## src/rtl/kbc_host_pkg.sv

```systemverilog
package kbc_host_pkg;

    localparam logic [7:0] CMD_PULSE_RESET = 8'hFE;
    localparam logic [7:0] CMD_A20_WRITE   = 8'hD1;
    localparam logic [7:0] CMD_A20_OFF     = 8'hDD;
    localparam logic [7:0] CMD_A20_ON      = 8'hDF;

    // one captured host write
    typedef struct packed {
        logic       valid;
        logic       is_cmd;
        logic [7:0] data;
    } host_wr_t;

    // end of a host read
    typedef struct packed {
        logic done;
        logic sel_status;
    } host_rd_t;

    typedef enum logic [1:0] {
        PT_IDLE  = 2'd0,
        PT_WAIT  = 2'd1,
        PT_PULSE = 2'd2
    } pulse_state_e;

    function automatic logic [7:0] pack_status(input logic obf, input logic ibf,
                                               input logic sysf, input logic last_cmd);
        return {4'b0000, last_cmd, sysf, ibf, obf};
    endfunction

    function automatic logic a20_from_byte(input logic [7:0] b);
        return b[1];
    endfunction

endpackage

```

## src/rtl/kbc_bus_decode.sv

```systemverilog
module kbc_bus_decode
    import kbc_host_pkg::*;
(
    input  logic       clk,
    input  logic       rst,
    input  logic       cs_n,
    input  logic       rd_n,
    input  logic       wr_n,
    input  logic       a2,
    input  logic [7:0] wdata,
    output host_wr_t   wr_ev,
    output host_rd_t   rd_ev,
    output logic       rd_act
);
    logic wr_act;
    logic wr_q;
    logic rd_q;
    logic rd_a2_q;

    assign wr_act = !cs_n && !wr_n;
    assign rd_act = !cs_n && !rd_n;

    always_ff @(posedge clk) begin
        if (rst) begin
            wr_q    <= 1'b0;
            rd_q    <= 1'b0;
            rd_a2_q <= 1'b0;
        end else begin
            wr_q <= wr_act;
            rd_q <= rd_act;
            if (rd_act) rd_a2_q <= a2;
        end
    end

    always_comb begin
        wr_ev.valid  = wr_act && !wr_q;
        wr_ev.is_cmd = a2;
        wr_ev.data   = wdata;
        rd_ev.done       = rd_q && !rd_act;
        rd_ev.sel_status = rd_a2_q;
    end

    // one write event for each strobe
    a_r7_single_write: assert property (@(posedge clk) disable iff (rst)
        wr_ev.valid |=> !wr_ev.valid);

endmodule

```

## src/rtl/kbc_out_buf.sv

```systemverilog
module kbc_out_buf
    import kbc_host_pkg::*;
#(
    parameter int DW = 8
) (
    input  logic          clk,
    input  logic          rst,
    input  logic          push_valid,
    input  logic [DW-1:0] push_data,
    output logic          push_ready,
    input  host_rd_t      rd_ev,
    output logic          full,
    output logic [DW-1:0] data
);
    logic fire;
    logic drain;

    assign push_ready = !full;
    assign fire       = push_valid && push_ready;
    assign drain      = rd_ev.done && !rd_ev.sel_status;

    always_ff @(posedge clk) begin
        if (rst) begin
            full <= 1'b0;
            data <= '0;
        end else if (fire) begin
            full <= 1'b1;
            data <= push_data;
        end else if (drain) begin
            full <= 1'b0;
        end
    end

    a_r4_read_clears: assert property (@(posedge clk) disable iff (rst)
        (drain && full) |=> !full);

    a_r5_push_stores: assert property (@(posedge clk) disable iff (rst)
        fire |=> (full && data == $past(push_data)));

    a_r6_full_holds: assert property (@(posedge clk) disable iff (rst)
        (full && !drain) |=> (full && $stable(data)));

endmodule

```

## src/rtl/kbc_pulse_timer.sv

```systemverilog
module kbc_pulse_timer
    import kbc_host_pkg::*;
#(
    parameter int DELAY = 20,
    parameter int WIDTH = 48
) (
    input  logic clk,
    input  logic rst,
    input  logic start,
    output logic pulse
);
    localparam int MAXC = (DELAY > WIDTH) ? DELAY : WIDTH;
    localparam int CW   = $clog2(MAXC + 1);

    pulse_state_e     state;
    logic [CW-1:0]    cnt;

    always_ff @(posedge clk) begin
        if (rst) begin
            state <= PT_IDLE;
            cnt   <= '0;
        end else begin
            unique case (state)
                PT_IDLE: begin
                    cnt <= '0;
                    if (start) state <= PT_WAIT;
                end
                PT_WAIT: begin
                    if (cnt == CW'(DELAY - 1)) begin
                        state <= PT_PULSE;
                        cnt   <= '0;
                    end else begin
                        cnt <= cnt + 1'b1;
                    end
                end
                PT_PULSE: begin
                    if (cnt == CW'(WIDTH - 1)) begin
                        state <= PT_IDLE;
                        cnt   <= '0;
                    end else begin
                        cnt <= cnt + 1'b1;
                    end
                end
                default: state <= PT_IDLE;
            endcase
        end
    end

    assign pulse = (state == PT_PULSE);

    // checker counter: length of the high phase
    int hi_len;
    always_ff @(posedge clk) begin
        if (rst)        hi_len <= 0;
        else if (pulse) hi_len <= hi_len + 1;
        else            hi_len <= 0;
    end

    a_r9_pulse_width: assert property (@(posedge clk) disable iff (rst)
        $fell(pulse) |-> (hi_len == WIDTH));

    a_r9_not_on_start: assert property (@(posedge clk) disable iff (rst)
        (start && !pulse) |=> !pulse);

endmodule

```

## src/rtl/kbc_cmd_engine.sv

```systemverilog
module kbc_cmd_engine
    import kbc_host_pkg::*;
(
    input  logic       clk,
    input  logic       rst,
    input  host_wr_t   wr_ev,
    output logic       full,
    output logic       last_cmd,
    output logic       tx_valid,
    output logic [7:0] tx_data,
    input  logic       tx_ready,
    output logic       a20,
    output logic       pulse_start
);
    logic [7:0] ibuf;
    logic       a20_pend;
    logic       take_cmd;
    logic       take_a20;
    logic       tx_fire;

    assign take_cmd    = full && last_cmd;
    assign take_a20    = full && !last_cmd && a20_pend;
    assign tx_valid    = full && !last_cmd && !a20_pend;
    assign tx_data     = ibuf;
    assign tx_fire     = tx_valid && tx_ready;
    assign pulse_start = take_cmd && (ibuf == CMD_PULSE_RESET);

    always_ff @(posedge clk) begin
        if (rst) begin
            ibuf     <= '0;
            full     <= 1'b0;
            last_cmd <= 1'b0;
            a20_pend <= 1'b0;
            a20      <= 1'b0;
        end else begin
            if (wr_ev.valid) begin
                ibuf     <= wr_ev.data;
                full     <= 1'b1;
                last_cmd <= wr_ev.is_cmd;
            end else if (take_cmd || take_a20 || tx_fire) begin
                full <= 1'b0;
            end
            if (take_cmd) begin
                a20_pend <= (ibuf == CMD_A20_WRITE);
                if (ibuf == CMD_A20_OFF) a20 <= 1'b0;
                if (ibuf == CMD_A20_ON)  a20 <= 1'b1;
            end
            if (take_a20) begin
                a20      <= a20_from_byte(ibuf);
                a20_pend <= 1'b0;
            end
        end
    end

    a_r8_cmd_consumed: assert property (@(posedge clk) disable iff (rst)
        (take_cmd && !wr_ev.valid) |=> !full);

    a_r10_a20_on: assert property (@(posedge clk) disable iff (rst)
        (take_cmd && ibuf == CMD_A20_ON) |=> a20);

    a_r10_a20_off: assert property (@(posedge clk) disable iff (rst)
        (take_cmd && ibuf == CMD_A20_OFF) |=> !a20);

    a_r11_a20_data: assert property (@(posedge clk) disable iff (rst)
        take_a20 |=> (a20 == $past(ibuf[1])));

    a_r11_no_forward: assert property (@(posedge clk) disable iff (rst)
        a20_pend |-> !tx_valid);

endmodule

```

## src/rtl/kbc_host_if.sv

```systemverilog
module kbc_host_if
    import kbc_host_pkg::*;
#(
    parameter int RESET_DELAY = 20,
    parameter int RESET_WIDTH = 48
) (
    input  logic       clk,
    input  logic       rst,
    input  logic       host_cs_n,
    input  logic       host_rd_n,
    input  logic       host_wr_n,
    input  logic       host_a2,
    input  logic [7:0] host_wdata,
    output logic [7:0] host_rdata,
    output logic       host_rd_en,
    output logic       host_irq,
    output logic       host_ibe,
    input  logic       sys_flag,
    input  logic       kb_rx_valid,
    input  logic [7:0] kb_rx_data,
    output logic       kb_rx_ready,
    output logic       kb_tx_valid,
    output logic [7:0] kb_tx_data,
    input  logic       kb_tx_ready,
    output logic       gate_a20,
    output logic       sys_reset
);
    host_wr_t   wr_ev;
    host_rd_t   rd_ev;
    logic       rd_act;
    logic       ob_full;
    logic [7:0] ob_data;
    logic       ib_full;
    logic       last_cmd;
    logic       pulse_start;
    logic [7:0] status;

    kbc_bus_decode u_dec (
        .clk   (clk),
        .rst   (rst),
        .cs_n  (host_cs_n),
        .rd_n  (host_rd_n),
        .wr_n  (host_wr_n),
        .a2    (host_a2),
        .wdata (host_wdata),
        .wr_ev (wr_ev),
        .rd_ev (rd_ev),
        .rd_act(rd_act)
    );

    kbc_out_buf #(.DW(8)) u_obuf (
        .clk       (clk),
        .rst       (rst),
        .push_valid(kb_rx_valid),
        .push_data (kb_rx_data),
        .push_ready(kb_rx_ready),
        .rd_ev     (rd_ev),
        .full      (ob_full),
        .data      (ob_data)
    );

    kbc_cmd_engine u_cmd (
        .clk        (clk),
        .rst        (rst),
        .wr_ev      (wr_ev),
        .full       (ib_full),
        .last_cmd   (last_cmd),
        .tx_valid   (kb_tx_valid),
        .tx_data    (kb_tx_data),
        .tx_ready   (kb_tx_ready),
        .a20        (gate_a20),
        .pulse_start(pulse_start)
    );

    kbc_pulse_timer #(.DELAY(RESET_DELAY), .WIDTH(RESET_WIDTH)) u_rst (
        .clk  (clk),
        .rst  (rst),
        .start(pulse_start),
        .pulse(sys_reset)
    );

    assign status     = pack_status(ob_full, ib_full, sys_flag, last_cmd);
    assign host_rdata = host_a2 ? status : ob_data;
    assign host_rd_en = rd_act;
    assign host_irq   = ob_full;
    assign host_ibe   = !ib_full;

endmodule

```

## config.mk

```make
export PLATFORM = sky130hd
export DESIGN_NAME = kbc_host_if
export DESIGN_NICKNAME = d
export VERILOG_FILES = /design/src/rtl/kbc_host_pkg.sv /design/src/rtl/kbc_bus_decode.sv /design/src/rtl/kbc_out_buf.sv /design/src/rtl/kbc_pulse_timer.sv /design/src/rtl/kbc_cmd_engine.sv /design/src/rtl/kbc_host_if.sv
export SDC_FILE = /design/constraint.sdc
export NUM_CORES = 1
export LEC_CHECK = 0
export ABC_AREA = 1
export BUFFER_PORTS_ARGS = -buffer_cell sky130_fd_sc_hd__buf_2
export CORE_AREA = 8 8 65 67
export CTS_BUF_LIST = sky130_fd_sc_hd__clkbuf_16
export DETAILED_ROUTE_END_ITERATION = 8
export DIE_AREA = 0 0 73 75
export GPL_TIMING_DRIVEN = 0
export PLACE_DENSITY = 0.77
export SYNTH_ARGS = -nofsm -noshare
export SYNTH_HDL_FRONTEND = slang
export SYNTH_HIERARCHICAL = 1
export SYNTH_SLANG_ARGS = --single-unit
export TNS_END_PERCENT = 1
```

## constraint.sdc

```tcl
create_clock -name clk -period 2.92 [get_ports clk]
set_input_delay 0.438 -clock clk [delete_from_list [all_inputs] [get_ports clk]]
set_output_delay 0.438 -clock clk [all_outputs]
set_load 0.005 [all_outputs]
```

## Yosys cells after proc, flatten, opt, wreduce, memory -nomap -nowiden

Cells that the tools add are included.

- Register bits: 32
- Latch bits: 0
- Memory bits (writable): 0
- Memory bits (read-only): 0
- Input bits: 25
- Output and inout port bits: 23
- Memories: 0

- $add $sub $neg: 1
- Multiply operators: 0
- Divide/modulo/power cells: 0
- Magnitude comparators: 0
- Equality and inequality tests: 11
- Shifts and indexed selects: 0
- Muxes and demuxes: 16
- Bitwise operators: 0
- Reduce and logical (&&, ||, !) cells: 33

Operator list:

| kind | number |
|---|---|
| $eq A8 B8 Y1 const B | 4 |
| $pmux W6 S3 | 1 |
| $logic_and A1 B1 Y1 | 12 |
| $mux W6 | 2 |
| $logic_not A1 Y1 | 10 |
| $mux W1 | 8 |
| $mux W8 | 1 |
| $add A6 B1 Y6 const B | 1 |
| $eq A6 B5 Y1 const B | 1 |
| $eq A6 B6 Y1 const B | 1 |
| $mux W2 | 3 |
| $pmux W2 S3 | 1 |
| $reduce_bool A2 Y1 | 3 |
| $reduce_bool A3 Y1 | 2 |
| $ne A2 B1 Y1 const B | 2 |
| $reduce_and A3 Y1 | 1 |
| $eq A2 B1 Y1 const B | 1 |
| $eq A2 B2 Y1 const B | 1 |
| $logic_not A2 Y1 | 1 |
| $logic_or A1 B1 Y1 | 2 |
| $ne A2 B2 Y1 const B | 1 |
| $reduce_and A2 Y1 | 1 |
| $reduce_or A2 Y1 | 1 |

## Depth between registers and ports, before layout

- Depth after elaboration: 7
- Mapped depth: 9
- Mapped depth without buffers: 9

## Modules after synthesis

Netlist, hierarchy kept.

Modules (own cells, without submodules):

| module | times used | cells each | area an instance (µm²) | seq. area each (µm²) |
|---|---|---|---|---|
| kbc_pulse_timer | 1 | 76 | 511.7 | 160.2 |
| kbc_cmd_engine | 1 | 70 | 495.5 | 240.2 |
| kbc_out_buf | 1 | 50 | 385.4 | 180.2 |
| kbc_bus_decode | 1 | 25 | 193.9 | 60.1 |
| kbc_host_if | 1 | 23 | 93.8 | 0.0 |

## Worst setup path after synthesis

No wires, ideal clock.

- Path type: in2reg
- Start: in host_cs_n
- End: reg u_cmd.ibuf[2] (netlist: u_cmd/tx_data[2])
- Setup time: 0.116 ns
- Arrival: 1.207 ns
- Required time: 2.804 ns
- Slack: 1.597 ns
- Stages: 5
- Path buffers: 1
- Cells stage by stage: nor3_1 inv_1 buf_2 nor2_1 nor2_1

- Word-level cells in the longest chain between the ends: 3

RTL lines:

| item | line | RTL |
|---|---|---|
| start: declaration | kbc_host_if.sv:9 | `input logic host_cs_n,` |
| $logic_not A1 Y1 | kbc_bus_decode.sv:20 | `assign wr_act = !cs_n && !wr_n;` |
| $logic_and A1 B1 Y1 | kbc_bus_decode.sv:20 |  |
| $logic_and A1 B1 Y1 | kbc_bus_decode.sv:36 | `wr_ev.valid = wr_act && !wr_q;` |
| end signal: assignment | kbc_cmd_engine.sv:37 | `ibuf <= wr_ev.data;` |
| end: declaration | kbc_cmd_engine.sv:15 | `logic [7:0] ibuf;` |

No other way between the ends.
A chain may end at the register's enable or synchronous reset.

## Final worst setup path

- Start: reg u_rst.state[0]
- End: out sys_reset

- Word-level cells in the longest chain between the ends: 1

RTL lines:

| item | line | RTL |
|---|---|---|
| start: declaration | kbc_pulse_timer.sv:15 | `pulse_state_e state;` |
| start signal: assignment | kbc_pulse_timer.sv:20 | `state <= PT_IDLE;` |
| start signal: assignment | kbc_pulse_timer.sv:26 | `if (start) state <= PT_WAIT;` |
| start signal: assignment | kbc_pulse_timer.sv:30 | `state <= PT_PULSE;` |
| $eq A2 B2 Y1 | kbc_pulse_timer.sv:49 | `assign pulse = (state == PT_PULSE);` |
| end: declaration | kbc_host_if.sv:26 | `output logic sys_reset` |

No other way between the ends.

==> flow_results.org <==
** Setup path
- Critical Path Sink Type :: primary output
- For the worst setup path, the data required time is 2480 ps.
- Startpoint Class :: flip-flop
- Endpoint of the worst register-to-register path :: u_rst/state[1]$_SDFFE_PP0P_
- The critical path contains buffers and inverters numbering 2 combined.
- Critical path peak fanout :: 4
- STA puts the critical path data arrival time at 1110 ps.
- The worst setup path is of the flip-flop to primary output kind.
- Setup slack on the worst reg-to-reg path comes out at 1520 ps.
- Critical-path cell list :: inv_1, ha_1, buf_2
- Beginning of the critical path :: u_rst/state[0]$_SDFFE_PP0P_
- For this run, the slowest stage of the critical path takes 350 ps.
- FF-to-FF path depth :: 8
- Reg-to-reg startpoint :: u_cmd/full$_SDFFE_PP0P_
- Category of cells accounting for the largest share of critical-path delay :: flip-flops
- Critical-path top delay cell :: sky130_fd_sc_hd__dfxtp_1

** Synth
- The synthesized-area fraction occupied by ao, oa, aoi and oai cells was 0.101.
- Predominant post-synthesis flop cell :: sky130_fd_sc_hd__dfxtp_1
- Yosys warning total :: 6
- Number of enable-type register cells in the synthesized netlist :: 0
- Post-synthesis cell area :: 1680 µm²
- Synthesis inferred 32 register bits.
- Number of standard cells after synthesis :: 244
- Async S/R FF share, synth :: 0
- Post-synthesis net count :: between 200 and 300
- Post-synthesis mux area share :: 0
- Count of unique library cells instantiated by Yosys :: 28
- By area the synthesized netlist is led by sky130_fd_sc_hd__dfxtp_1, sky130_fd_sc_hd__nand2_1, sky130_fd_sc_hd__nor2_1.
- Fraction of the mapped netlist area in simple logic gates :: 0.334
- Area share of the leading cell type in the synthesized netlist :: 0.381
- Dividing the synthesized area by the synthesized cell count gives 6.89 µm².
- After synthesis, the largest family of logic cells by area is simple AND/OR/NAND/NOR gates.
- Of the total synthesized cell area, the portion taken by full adders, half adders and majority gates is 0.0372.
- Yosys top cell by area :: sky130_fd_sc_hd__dfxtp_1
- Post-Synth XOR/XNOR Area :: 0
- The share of the Yosys chip area taken by registers is 0.381.

** Power
- Internal cell power :: 865 µW
- Net switching fraction of the power :: 0.267
- Gate power share :: 0.182
- PD cells :: 572 nW/µm²
- Net switching power of the design :: ~320 µW
- Sequential cell fraction of total power :: 0.417
- Leakage :: about 0.001 µW
- Across the VDD grid, the largest voltage drop is between 400 and 500 µV.
- Of the total power, the clock network draws 0.402.

** Cells and area
- Of the cells placed in the final design, the portion with a size suffix greater than 1 is 0.241.
- Combined flip-flop and latch cell area :: 641 µm²
- In the layout the commonest cells are sky130_fd_sc_hd__nor2_1, sky130_fd_sc_hd__nand2_1, sky130_fd_sc_hd__buf_2.
- The area growth from synthesis to layout is 22.9%.
- Footprint of the multi-input gates :: 795 µm²
- The number of antenna diodes in the final layout is 0.
- Final nets :: 319
- Fillcell total :: 301
- Final core utilization :: 0.639
- Final std cells w/o fill :: 336

** Die
- In this run the core area contains 21 standard-cell rows.
- The floorplan step defined a die boundary enclosing about 5500 µm².
- Die height :: ~75 µm
- Initial cell density of the core :: 0.520
- Io pins :: 48
- DIE WIDTH :: 73 µm
- The floorplan step defined a core boundary enclosing ~3200 µm².

** Drt
- Dividing the detail-routed wire length by the instance count gives ~11 µm.
- Total wire length after detailed routing :: 3.73 mm
- The pre-antenna-repair detailed-routing pass consisted of 4 iterations.
- In this run, the number of DRC markers left after iteration 0 of detailed routing was 119.
- After detailed routing, the number of vias per cell comes to 4.69.
- In the routed design, unresolved DRC markers number 0.
- The count of nets left with antenna violations once routing finished came out at 0.
- Via total after detailed routing :: about 1600

** Clock network
- Clock sink count :: 32
- No sink is reached through more buffers than the 2 on the longest clock path.
- Number of buffers inserted for hold repair after clock tree synthesis :: 0
- After clock tree synthesis, the clock-pin slew on the worst setup and hold paths is 50 ps.
- After clock tree synthesis, the setup repair step added 0 buffers.
- Number of buffers created by CTS :: 5
- The number of gates resized after CTS was 0.
- In this run the number of H-tree levels came out at 2.
- The tree is rooted in a sky130_fd_sc_hd__clkbuf_16.
- TritonCTS built the clock tree.
- Clk_lat worst skew :: roughly 270 ps

** Run
- Max-cap violations in this run came to 0.

** Worst hold path
- For hold timing, the worst endpoint is u_dec/wr_q$_SDFF_PP0_.
- The worst hold path was traced through 2 stages.
- The worst hold path begins at host_wr_n.
- Class of the tightest hold or removal check :: primary input to flip-flop

** STA
- In this run the tightest slew margin relative to its limit is 0.652.
- Final hold viol count :: 0
- In the finished design, the share of the clock period the worst path needs comes to 0.529.
- Final-layout setup total negative slack :: 0 ps
- For the pin with the worst max-slew slack, the measured transition is 518 ps.
- After layout, the minimum clock period comes to ~1500 ps.
- The max-slew violation total from the final report came to 0.
- For the final database, setup skew stands at 1.44 ps.
- Setup repair after global routing left no endpoint under its margin.
- Final Setup Violations :: 0
- Timing-limited maximum frequency :: ~650 MHz
- Setup slack on the critical path of the routed design comes to about 1400 ps.

** Placement
- Input and output buffers added on the ports amount to 38.
- HPWL after detailed placement :: 2.84 mm
- The number of placed instances, taps included, is between 300 and 400.
- Before CTS, the worst setup slack after placement is 1160 ps.
- Routability-driven placement finished with a final weighted congestion of approximately 0.85.

** Global routing
- Entering global routing, the biggest net connects 12 pins.
- Gr usage total :: 0.147
- The number of global-route vias before repair came to around 1400.
- Overflow left after global routing :: 0
- Initial antenna violation count :: 0
- First-pass GRT wire length :: roughly 6.3 mm

** Outcome
- Outcome :: finished, final reports clean
## flip-flops by register name (all words and copies together) (netlist names)
register / count
u_dec/rd_a2_q: 1
u_rst/state: 2
u_cmd/tx_data: 8
u_cmd/a20_pend: 1
u_dec/rd_q: 1
u_cmd/full: 1
u_dec/wr_q: 1
u_rst/cnt: 6
u_obuf/data: 8
u_obuf/full: 1
u_cmd/last_cmd: 1
u_cmd/a20: 1
## worst max path at each step
stage / to / cells after the start
5_1_grt: u_cmd/tx_data[4]$_SDFFE_PP0P_ / 6
2_1_floorplan: u_cmd/tx_data[2]$_SDFFE_PP0P_ / 5
3_5_place_dp: u_cmd/tx_data[7]$_SDFFE_PP0P_ / 6
4_1_cts: sys_reset / 3
3_3_place_gp: u_cmd/tx_data[6]$_SDFFE_PP0P_ / 6
6_report: sys_reset / 3
## worst register-to-register path: stages, from the launching register on
cell,delay [ps]
sky130_fd_sc_hd__dfxtp_1,410
sky130_fd_sc_hd__nand2_2,100
sky130_fd_sc_hd__nor4_1,360
sky130_fd_sc_hd__inv_1,80
sky130_fd_sc_hd__nand2_1,70
sky130_fd_sc_hd__nand3_1,120
sky130_fd_sc_hd__nand2_1,80
sky130_fd_sc_hd__nand2_1,40
sky130_fd_sc_hd__nor2_1,70
## routing by layer
| metal | vias to the layer above | GRT usage | share of wire |
|---|---|---|---|
| met5 | - | 0 | 0 |
| met4 | 0 | 0.0533 | 0.013 |
| met3 | 6 | 0.0466 | 0.063 |
| met2 | 31 | 0.240 | 0.48 |
| met1 | 699 | 0.176 | 0.44 |
| li1 | 840 | - | - |
## power by group through the flow
stage	clock (µW)	combinational [µW]	sequential (µW)
after floorplan	0	151	498
after global placement	0	213	500
after detailed placement	0	214	500
after CTS	487	216	492
after global routing	508	250	496
final	474	215	492
## Yosys cell counts, types with 2 or more instances
cell                       count
sky130_fd_sc_hd__nor2_1       48
sky130_fd_sc_hd__o21ai_0      13
sky130_fd_sc_hd__inv_4         2
sky130_fd_sc_hd__nand4_1       2
sky130_fd_sc_hd__nand2_2       2
sky130_fd_sc_hd__buf_4        10
sky130_fd_sc_hd__nor3_1        3
sky130_fd_sc_hd__nand3_1      10
sky130_fd_sc_hd__o21bai_1      2
sky130_fd_sc_hd__dfxtp_1      32
sky130_fd_sc_hd__nand3b_1      8
sky130_fd_sc_hd__nand2_1      48
sky130_fd_sc_hd__ha_1          5
sky130_fd_sc_hd__buf_6         2
sky130_fd_sc_hd__buf_2         2
sky130_fd_sc_hd__inv_1        31
sky130_fd_sc_hd__a21oi_1      13
## area by class of cell
type	instances	share of cell area
clock buffer	5	0.0606
buffer	15	0.0545
tap	46	0.0279
clock inverter	3	0.00545
inverter	34	0.0642
sequential	32	0.310
timing repair buffer	38	0.0921
multi-input combinational	163	0.385
## cells by family after synthesis
kind of cell | Yosys count
simple gates | 127
buf+inv | 49
flops | 32
compound gates | 31
fa+ha+maj | 5
## stage by stage
stage	power, µW	cell area [µm²]	hold slack (ps)
CTS	1190	2060	336
global placement	712	1930	459
floorplan	649	1680	454
global route	1250	2060	345
finish	1180	2060	340
detailed placement	715	1930	468
No activity file was read; power rests on OpenSTA's default activity.
